$ cat config.mk
export PLATFORM = sky130hd
export DESIGN_NAME = bulk_out_ep
export DESIGN_NICKNAME = d
export VERILOG_FILES = /design/src/rtl/oep_pkg.sv /design/src/rtl/oep_buf.sv /design/src/rtl/oep_rxcnt.sv /design/src/rtl/oep_ctrl.sv /design/src/rtl/bulk_out_ep.sv
export SDC_FILE = /design/constraint.sdc
export NUM_CORES = 1
export LEC_CHECK = 0
export ABC_AREA = 1
export BUFFER_PORTS_ARGS = -buffer_cell sky130_fd_sc_hd__buf_2
export CAP_MARGIN = 0
export CORE_MARGIN = 2
export CORE_UTILIZATION = 52
export CTS_CLUSTER_SIZE = 10
export DETAILED_ROUTE_END_ITERATION = 10
export PLACE_DENSITY = 0.76
export SLEW_MARGIN = 25
export SYNTH_ARGS = -nofsm -noshare
export SYNTH_HDL_FRONTEND = slang
export SYNTH_SLANG_ARGS = --single-unit
$ cat constraint.sdc
create_clock -name clk -period 2.5 [get_ports clk]
set_input_delay 0.5 -clock clk [delete_from_list [all_inputs] [get_ports clk]]
set_output_delay 0.5 -clock clk [all_outputs]
set_load 0.02 [all_outputs]
$ cat src/rtl/oep_pkg.sv
package oep_pkg;
  typedef enum logic [1:0] {
    DEC_NONE = 2'd0,
    DEC_NAK  = 2'd1,
    DEC_DROP = 2'd2,
    DEC_TAKE = 2'd3
  } oep_dec_e;
endpackage

$ cat src/rtl/oep_buf.sv
module oep_buf #(
  parameter int DEPTH = 64,
  parameter int AW    = $clog2(DEPTH)
) (
  input  logic          clk,
  input  logic          we,
  input  logic [AW-1:0] waddr,
  input  logic [7:0]    wdata,
  input  logic [AW-1:0] raddr,
  output logic [7:0]    rdata
);
  logic [7:0] mem [DEPTH];

  always_ff @(posedge clk) begin
    if (we) mem[waddr] <= wdata;
    rdata <= mem[raddr];
  end
endmodule

$ cat src/rtl/oep_rxcnt.sv
module oep_rxcnt #(
  parameter int DEPTH = 64,
  parameter int AW    = $clog2(DEPTH),
  parameter int CW    = $clog2(DEPTH + 2)
) (
  input  logic          clk,
  input  logic          rst,
  input  logic          tok_out,
  input  logic          rx_valid,
  input  logic          own,
  output logic          we,
  output logic [AW-1:0] waddr,
  output logic [CW-1:0] len,
  output logic          ovf
);
  localparam logic [CW-1:0] CAP = CW'(DEPTH);

  logic [CW-1:0] cnt;

  always_ff @(posedge clk) begin
    if (rst) begin
      cnt <= '0;
    end else if (tok_out) begin
      cnt <= '0;
    end else if (rx_valid && cnt <= CAP) begin
      cnt <= cnt + 1'b1;
    end
  end

  assign we    = rx_valid && own && (cnt < CAP);
  assign waddr = cnt[AW-1:0];
  assign len   = cnt;
  assign ovf   = cnt > CAP;


  cnt_cap_chk: assert property (@(posedge clk) disable iff (rst)
    cnt <= CAP + 1'b1);
endmodule

$ cat src/rtl/oep_ctrl.sv
module oep_ctrl
  import oep_pkg::*;
#(
  parameter int CW = 7
) (
  input  logic          clk,
  input  logic          rst,
  input  logic          rx_end,
  input  logic          rx_good,
  input  logic          rx_pid,
  input  logic [CW-1:0] len,
  input  logic          ovf,
  input  logic          arm,
  input  logic          irq_clr,
  output logic          hs_valid,
  output logic          hs_ack,
  output logic          busy,
  output logic          irq,
  output logic [CW-1:0] byte_cnt
);
  logic     tgl;
  oep_dec_e dec;

  always_comb begin
    if (!rx_end || !rx_good || ovf) dec = DEC_NONE;
    else if (!busy)                 dec = DEC_NAK;
    else if (rx_pid != tgl)         dec = DEC_DROP;
    else                            dec = DEC_TAKE;
  end

  always_ff @(posedge clk) begin
    if (rst) begin
      busy     <= 1'b1;
      tgl      <= 1'b0;
      irq      <= 1'b0;
      byte_cnt <= '0;
      hs_valid <= 1'b0;
      hs_ack   <= 1'b0;
    end else begin
      hs_valid <= (dec != DEC_NONE);
      hs_ack   <= (dec == DEC_DROP) || (dec == DEC_TAKE);
      if (dec == DEC_TAKE) begin
        busy     <= 1'b0;
        byte_cnt <= len;
        tgl      <= ~tgl;
      end else if (arm) begin
        busy <= 1'b1;
      end
      if (dec == DEC_TAKE) irq <= 1'b1;
      else if (irq_clr)    irq <= 1'b0;
    end
  end


  take_chk: assert property (@(posedge clk) disable iff (rst)
    $fell(busy) |-> (hs_valid && hs_ack && irq));

  nak_hold_chk: assert property (@(posedge clk) disable iff (rst)
    (hs_valid && !hs_ack) |-> $stable(byte_cnt));

  irq_rise_chk: assert property (@(posedge clk) disable iff (rst)
    $rose(irq) |-> (hs_valid && hs_ack));

  arm_chk: assert property (@(posedge clk) disable iff (rst)
    (arm && !busy) |=> busy);

  hs_after_end_chk: assert property (@(posedge clk) disable iff (rst)
    hs_valid |-> $past(rx_end));
endmodule

$ cat src/rtl/bulk_out_ep.sv
module bulk_out_ep #(
  parameter int DEPTH = 64,
  parameter int AW    = $clog2(DEPTH),
  parameter int CW    = $clog2(DEPTH + 2)
) (
  input  logic          clk,
  input  logic          rst,
  input  logic          tok_out,
  input  logic          rx_valid,
  input  logic [7:0]    rx_byte,
  input  logic          rx_end,
  input  logic          rx_good,
  input  logic          rx_pid,
  output logic          hs_valid,
  output logic          hs_ack,
  input  logic          cpu_wr,
  input  logic          cpu_sel,
  input  logic          cpu_wbit,
  input  logic [AW-1:0] cpu_rd_addr,
  output logic [7:0]    cpu_rd_data,
  output logic [CW-1:0] byte_cnt,
  output logic          busy,
  output logic          irq
);
  logic          we;
  logic [AW-1:0] waddr;
  logic [CW-1:0] len;
  logic          ovf;
  logic          arm;
  logic          irq_clr;

  assign arm     = cpu_wr && !cpu_sel;
  assign irq_clr = cpu_wr && cpu_sel && cpu_wbit;

  oep_rxcnt #(.DEPTH(DEPTH), .AW(AW), .CW(CW)) u_cnt (
    .clk(clk), .rst(rst), .tok_out(tok_out), .rx_valid(rx_valid),
    .own(busy), .we(we), .waddr(waddr), .len(len), .ovf(ovf)
  );

  oep_buf #(.DEPTH(DEPTH), .AW(AW)) u_buf (
    .clk(clk), .we(we), .waddr(waddr), .wdata(rx_byte),
    .raddr(cpu_rd_addr), .rdata(cpu_rd_data)
  );

  oep_ctrl #(.CW(CW)) u_ctrl (
    .clk(clk), .rst(rst), .rx_end(rx_end), .rx_good(rx_good),
    .rx_pid(rx_pid), .len(len), .ovf(ovf), .arm(arm), .irq_clr(irq_clr),
    .hs_valid(hs_valid), .hs_ack(hs_ack), .busy(busy), .irq(irq),
    .byte_cnt(byte_cnt)
  );
endmodule

* Word level (Yosys, flattened, before mapping)
Memory sizes are Yosys's and may differ from the RTL's. A register that Yosys moved wholly into a read port is not among the register bits.
Cells that the tools add are included.
** Word-level totals
- Register bits :: 19
- Bits in writable memories :: 512
- Input port bits :: 24
- Output and inout bits :: 19
- Logic and storage cells :: 41
- Memories kept :: 1
** Cells by class
- Add/sub/neg operators :: 1
- $lt $le $gt $ge :: 3
- Eq/ne operators :: 3
- Muxes and demuxes :: 9
- Bitwise logic cells :: 1
- Reduce and logical (&&, ||, !) cells :: 16
** Memory list
- u_buf.mem :: depth 64, bits a word 8, rd ports 1, clocked after Yosys merged registers in 1, write ports 1, line oep_buf.sv:12 : logic [7:0] mem [DEPTH];
** Operators with widths (count)
- adder 7 x 1 -> 7 bit, second input constant :: 1
- > comparator 7 bit, second input constant :: 1
- <= comparator 7 bit, second input constant :: 1
- less-than comparator 7 bit, second input constant :: 1
- 2-to-1 mux 1 bit :: 7
- logical AND 1 bit :: 6
- nonzero test 2 bit :: 3
- equality test 2 bit, second input constant :: 2
- 2-to-1 mux 2 bit :: 2
- zero test 1 bit :: 3
- logical OR 1 bit :: 3
- OR reduction 2 bit :: 1
- != test 1 bit :: 1
- NOT 1 bit :: 1

* Longest topological paths before layout
Gate-level depths: netlist of the first run.
- Depth in word-level cells :: 6
- Gate-level depth with buffers :: 12
- Depth with buffers taken out :: 10

* Hierarchy
From an unflattened synthesis of the first run, not the netlist that was laid out.
** Unflattened totals
- Cell total of the unflattened synthesis :: 1946
- Area total of the unflattened synthesis :: 22336.4 um2
** By module, submodules not included
- oep_buf :: times used 1, cells each 1805, area an instance 21339.2 um2, seq. area each 15534.9 um2
- oep_ctrl :: times used 1, cells each 72, area an instance 525.5 um2, seq. area each 240.2 um2
- oep_rxcnt :: times used 1, cells each 64, area an instance 450.4 um2, seq. area each 140.1 um2
- bulk_out_ep :: times used 1, cells each 5, area an instance 21.3 um2, seq. area each 0.0 um2

* Worst setup path before layout of the first run
Ideal clock, no wire load.
- Path type :: register to register
- Start point :: reg u_ctrl.busy
- End point :: mem u_buf.mem[0][0], enable pin
- Setup time :: 371 ps
- Data arrival time :: 1574 ps
- Required time :: 2129 ps
- Path slack :: 555 ps
- Stages on the path, launching flop included :: 5
- Path buffers :: 0
- Period minus slack after synthesis :: 1945 ps
- Path through :: dfxtp_1 -> nand2_1 -> nor2_1 -> nand4_1 -> nor2_1
** On the way
- Word-level cells in the longest chain between the ends :: 4
** Ends and longest elaborated chain
- from (decl) :: line oep_ctrl.sv:17 : output logic busy,
- from (signal assigned) :: line oep_ctrl.sv:33 : busy <= 1'b1;
- from (signal assigned) :: line oep_ctrl.sv:43 : busy <= 1'b0;
- from (signal assigned) :: line oep_ctrl.sv:47 : busy <= 1'b1;
- logical AND 1 bit (2 in a row) :: line oep_rxcnt.sv:30 : assign we = rx_valid && own && (cnt < CAP);
- 2-to-1 mux 1 bit :: line oep_buf.sv:15 : if (we) mem[waddr] <= wdata;
- 2-to-1 mux 1 bit (not written as such) :: line oep_buf.sv:15
- to (decl) :: line oep_buf.sv:12
No other way between the ends.

* Worst setup path in the final report of the first run
- Start point :: reg u_cnt.cnt[0], in the netlist u_cnt.len[0]
- End point :: mem u_buf.mem[7][5], enable pin
** On the way
- Word-level cells in the longest chain between the ends :: 4
** Ends and longest elaborated chain
- from (decl) :: line oep_rxcnt.sv:18 : logic [CW-1:0] cnt;
- from (signal assigned) :: line oep_rxcnt.sv:26 : cnt <= cnt + 1'b1;
- less-than comparator 7 bit :: line oep_rxcnt.sv:30
- logical AND 1 bit :: line oep_rxcnt.sv:30
- 2-to-1 mux 1 bit :: line oep_buf.sv:15
- 2-to-1 mux 1 bit (not written as such) :: line oep_buf.sv:15
Several ways; a longest one is shown, not always the timed one.

==> results of run 1 <==
[state kept, by name, summed over array words and instances, names as in the netlist]
signal,count
u_ctrl.busy,1
u_buf.mem,512
u_ctrl.hs_ack,1
u_ctrl.tgl,1
u_buf.rdata,8
u_ctrl.byte_cnt,7
u_ctrl.irq,1
u_cnt.len,7
u_ctrl.hs_valid,1
[cells in the final DEF (no fill, tap or decap), drive strengths merged, types with 4 or more instances in the layout]
master and n:
nor2 71, nand2 688, inv 26, buf 142, a21oi 16, clkbuf 98, o21ai 4, nand4 8
nand3 442, edfxtp 512, dfxtp 27
[worst max-delay path: cells and delay by family (launching register included)]
family                 cells  cell delay [ps]
flip-flops                 1              490
AND/OR/NAND/NOR            3              970
buffers and inverters      2              480
[layout make-up]
class | count | area [um^2]
Fill cell | 3184 | 17000
Sequential cell | 539 | 15900
Multi-Input combinational cell | 1236 | 5290
Clock buffer | 98 | 1650
Timing Repair Buffer | 142 | 1220
Tap cell | 539 | 674
Inverter | 24 | 97.6
Clock inverter | 4 | 51.3
[through the flow]
stage          std cells  worst slack (ps)
3_5_place_dp        2480               303
4_1_cts             2582               325
3_3_place_gp        2480               378
2_1_floorplan       1912               555
6_report            2582               253
5_1_grt             2582               167
[cells by family (layout without fill, tap and decap cells)]
family | count (synthesis) | count (layout) | share of synthesized area
xor+xnor | 3 | 3 | 0.00119
compound gates | 21 | 21 | 0.00482
buf+inv | 137 | 268 | 0.0395
flops | 539 | 539 | 0.721
fa+ha+maj | 2 | 2 | 0.00113
simple gates | 1210 | 1210 | 0.232
[synthesized netlist by cell type, drive strengths merged]
cell / instances
a31oi: 1
nor3b: 1
nor2: 71
nand3: 442
clkinv: 1
dfxtp: 27
a21oi: 16
o21ai: 4
nand4: 8
xnor2: 2
edfxtp: 512
nand2: 688
clkbuf: 10
buf: 103
inv: 23
ha: 2
xor2: 1
[routing by layer]
| layer | wire length (um) | vias to the layer above |
|---|---|---|
| met2 | 25700 | 862 |
| met3 | 5710 | 143 |
| met4 | 1890 | 0 |
| met5 | 0 | - |
| met1 | 20800 | 7182 |
| li1 | - | 6858 |
[how the worst max path moves through the flow]
stage	depth (start not counted)	slack, ps	to
2_1_floorplan	4	560	u_buf.mem[0][0]$_DFFE_PP_
3_3_place_gp	6	380	u_buf.mem[63][5]$_DFFE_PP_
3_5_place_dp	6	300	u_buf.mem[7][7]$_DFFE_PP_
4_1_cts	5	330	u_buf.mem[23][5]$_DFFE_PP_
5_1_grt	5	170	u_buf.mem[7][6]$_DFFE_PP_
6_report	5	250	u_buf.mem[7][5]$_DFFE_PP_
[where the power goes]
group	switching, mW	leakage, nW	internal, mW
Sequential	0.0301	4.83	9.92
Combinational	0.830	3.53	0.312
Clock	3.33	0.816	4.47
==> impl_metrics.toml, run 1 <==
[clocking]
clock_latency_ps = 620
numClockSinks = 539
cts_max_level = 2
clockBufferDepth = 3
cts_setup_buffers = 0
cts_root_buffer = "clkbuf_16"
cts_buffers = 60
cts_tree = "built"
cts-hold-fix-buffers = 0
clkSlewWorstSetupHoldPaths_ps = 50
cts_resized = 0

[routing]
routed_wl_um = 54100
viasPerCell = 5.83
drcViolationCount = 0
drt_first_iter_violations = 2130
dr.pass1.iters = 8
antenna_left = 0
via_count = 15045
wl_per_cell_um = 21.0

[layout]
fin_util = 0.594
syn2layout_area_growth_pct = 12.8
antenna_cells = 0
fin_nets = 2029
final_area_mm2 = 0.0249
drive_gt1_frac = 0.107

[floorplan]
dieArea_mm2 = 0.0441
core_mm2 = 0.0419
num_rows = 75
initial_utilization = 0.526
die_h_um = 210
io_pins = 43
die_x_um = 210

[timing]
finalMaxSlewViolations = 0
setup_viol_count_final = 0
finalCritPeriodShare = 0.899
final_hold_viol_count = 0
setup_tns_ps = 0
timing.hold.ws_ps = 206
tightest_slew_ps = 625
finClkSkew_ps = 23.7
max-slew-margin-rel = 0.583
fmax_mhz = 445
min_period_ps = 2250
rsz0062_at_grt = "no"

[setup_path]
rr_worst_depth = 5
cp_slowest_stage_delay_ps = 490
critPathLaunch = "u_cnt.len[0]$_SDFFE_PP0P_"
crit_fanout = 8
worstPathRequired_ps = 2820
crit_slowest_cell = "dfxtp_1"
r2r_start = "u_cnt.len[0]$_SDFFE_PP0P_"
crit_arrival_ps = 2560
r2r_slack_ps = 250
cpMostUsedCell = "nor2_1"
crit_type = "reg2reg"
critPathCaptureType = "flop"
worstReg2RegEnd = "u_buf.mem[7][5]$_DFFE_PP_"
crit_chain = "clkinv_1 > nor2_1 > nand2_1 > nor2_1 > buf_4"
cp-start-kind = "flop"

[placement]
io_buffer_count = 42
place_area_mm2 = 0.0232
dp.final_hpwl_um = 31200
gp_congestion = 0.868

[pwr]
p_leak_nw = 9.17
ir_drop_uv = 597
power.density_mw_per_mm2 = 758
power_mw = 18.9

[worst_hold_path]
hold_class = "in2reg"
hp-start = "rst"
hold_path_end = "u_ctrl.hs_valid$_SDFF_PP0_"
whs_path_depth = 2

[global_route]
grt_pass1_wl_um = 83600
antenna_found_initial = 0
gr-usage-met3 = 0.0541
grtUsageMet2 = 0.395
top_usage_layer = "met2"
grt_max_degree = 98
grt_pass1_vias = 14499
grt_overflow = 0
grt.total_usage = 0.248
grt_use_met1 = 0.338

[synthesis]
yosysUniqueCellTypes = 26
syn_nets = 1938
ys_seq_area_frac = 0.721
syn_avg_cell_area_um2 = 11.5
yosys.area.top_type = "edfxtp_1"
synthCells = 1912
synth_top_area_frac = 0.697
synthesis.area_mm2 = 0.0221
ys_ff_latch = 539
synth-warning-count = 0
ys_top_cells_by_area = "edfxtp_1 70%, nand2_1 12%, nand3_1 10%, dfxtp_1 2.4%, buf_6 1.3%"

[job]
maxCapViolCount = 0

[run_status]
status = "complete, no violations"
Power figures use the tool's default switching activity.
==> run 2: changes to the inputs <==
--- a/config.mk
+++ b/config.mk
@@ -12,7 +12,7 @@
 export CORE_UTILIZATION = 52
 export CTS_CLUSTER_SIZE = 10
 export DETAILED_ROUTE_END_ITERATION = 10
-export PLACE_DENSITY = 0.76
+export PLACE_DENSITY = 0.79
 export SLEW_MARGIN = 25
 export SYNTH_ARGS = -nofsm -noshare
 export SYNTH_HDL_FRONTEND = slang
==> constraint.sdc (replaced) <==
create_clock -name clk -period 1.9 [get_ports clk]
set_input_delay 0.38 -clock clk [delete_from_list [all_inputs] [get_ports clk]]
set_output_delay 0.38 -clock clk [all_outputs]
set_load 0.02 [all_outputs]
==> impl_metrics.toml, run 2 (same netlist as run 1, synthesis figures left out) <==
[clocking]
cts_buffers = 60
clock_latency_ps = 610
cts_resized = 0
cts_root_buffer = "clkbuf_16"
clockBufferDepth = 3
cts-hold-fix-buffers = 0
cts_tree = "built"
cts_setup_buffers = 0
clkSlewWorstSetupHoldPaths_ps = 50
cts_max_level = 2
numClockSinks = 539

[floorplan]
dieArea_mm2 = 0.0441
core_mm2 = 0.0419
io_pins = 43
die_x_um = 210
initial_utilization = 0.526
die_h_um = 210
num_rows = 75

[global_route]
grt_overflow = 0
antenna_found_initial = 2
grt_pass1_vias = 15207
grt_pass1_wl_um = 85300
grt.total_usage = 0.255
grt_max_degree = 81

[layout]
multi_input_area_mm2 = 0.00529
regMostFlops = "u_buf.mem"
layout_commonest_cell = "nand2_1"
reg_top3 = "u_buf.mem (512), u_buf.rdata (8)"
antenna_cells = 0
fin_nets = 2067
fin_cells = 2608
final_cell_mix = "686 x nand2_1, 512 x edfxtp_1, 442 x nand3_1"
n_fill_cell = 3128
drive_gt1_frac = 0.123
syn2layout_area_growth_pct = 14.2
seq_area_mm2 = 0.0159
largest_register_ffs = 512

[job]
maxCapViolCount = 0

[routing]
dr.pass1.iters = 6
drt_first_iter_violations = 1820
viasPerCell = 5.84
wl_per_cell_um = 21.4
antenna_left = 0
drcViolationCount = 0
via_count = 15221
routed_wl_um = 55800

[placement]
io_buffer_count = 42
dp.final_hpwl_um = 33300
dp.cells = 2518
gp_congestion = 0.866

[timing]
min_period_ps = 1800
max-slew-margin-rel = 0.449
tightest_slew_ps = 827
finalMaxSlewViolations = 0
setup_tns_ps = 0
rsz0062_at_grt = "no"
setup_viol_count_final = 0
final_hold_viol_count = 0
fmax_mhz = 555
finalCritPeriodShare = 0.948
finClkSkew_ps = 14.4

[pwr]
ir_drop_uv = 717
p_leak_nw = 9.37
power.density_mw_per_mm2 = 985

[setup_path]
crit_type = "reg2reg"
cp-start-kind = "flop"
worstPathRequired_ps = 2220
crit_arrival_ps = 2120
critPathCaptureType = "flop"
crit_fanout = 9

[worst_hold_path]
hold_class = "in2reg"

[run_status]
status = "complete, no violations"
[run 2: cell count changes in the layout (fill, tap and decap cells not counted)]
cell / delta
bufinv_16: +1
clkbuf_1: -12
clkinv_2: +1
inv_4: -1
inv_16: -1
buf_12: +6
clkinv_1: +1
clkbuf_8: -1
buf_4: +32
[run 2: layout make-up]
| type | instances | share of cell area |
|---|---|---|
| Clock inverter | 5 | 0.00253 |
| Sequential cell | 539 | 0.631 |
| Timing Repair Buffer | 180 | 0.0627 |
| Clock buffer | 85 | 0.0633 |
| Tap cell | 539 | 0.0267 |
| Multi-Input combinational cell | 1236 | 0.210 |
| Inverter | 24 | 0.00387 |
[run 2: where the power goes]
part,internal [mW],switching [mW]
sequential,13.1,0.0481
clock,5.86,4.29
combinational,0.462,1.12
[run 2: worst paths after layout]
| kind | startpoint | end | slack [ps] | cells after the start |
|---|---|---|---|---|
| setup reg to reg | u_cnt.len[3]$_SDFFE_PP0P_ | u_buf.mem[25][7]$_DFFE_PP_ | 100 | 5 |
| hold / removal | rst | u_ctrl.hs_valid$_SDFF_PP0_ | 110 | 2 |
| hold reg to reg | u_ctrl.byte_cnt[0]$_SDFFE_PP0N_ | u_ctrl.byte_cnt[0]$_SDFFE_PP0N_ | 470 | 2 |
| setup / recovery | u_cnt.len[3]$_SDFFE_PP0P_ | u_buf.mem[25][7]$_DFFE_PP_ | 100 | 5 |
[run 2: stage by stage]
| stage | cell area (um^2) | hold WS [ps] | util | setup WS [ps] | power, mW |
|---|---|---|---|---|---|
| final | 25200 | 106 | 0.601 | 99.0 | 24.8 |
| after global routing | 25200 | 98.9 | 0.601 | 5.52 | 25.5 |
| after CTS | 25200 | 82.2 | 0.601 | 131 | 24.9 |
| after detailed placement | 23600 | 460 | 0.562 | -56.1 | 14.9 |
| after global placement | 23600 | 453 | 0.562 | -54.7 | 14.9 |
| after floorplan | 22100 | 456 | - | -44.9 | 14.2 |
[run 2: routing by layer]
layer	global-route usage	wire (um)
met1	0.324	20700
met5	0	13
met4	0.107	2020
met3	0.0642	6240
met2	0.421	26800
[run 2: worst max-delay path, stage by stage, from the launching register on]
cell	delay, ps
dfxtp_1	500
nand2_1	80
inv_1	110
nand2_1	320
nor2_1	300
buf_4	190
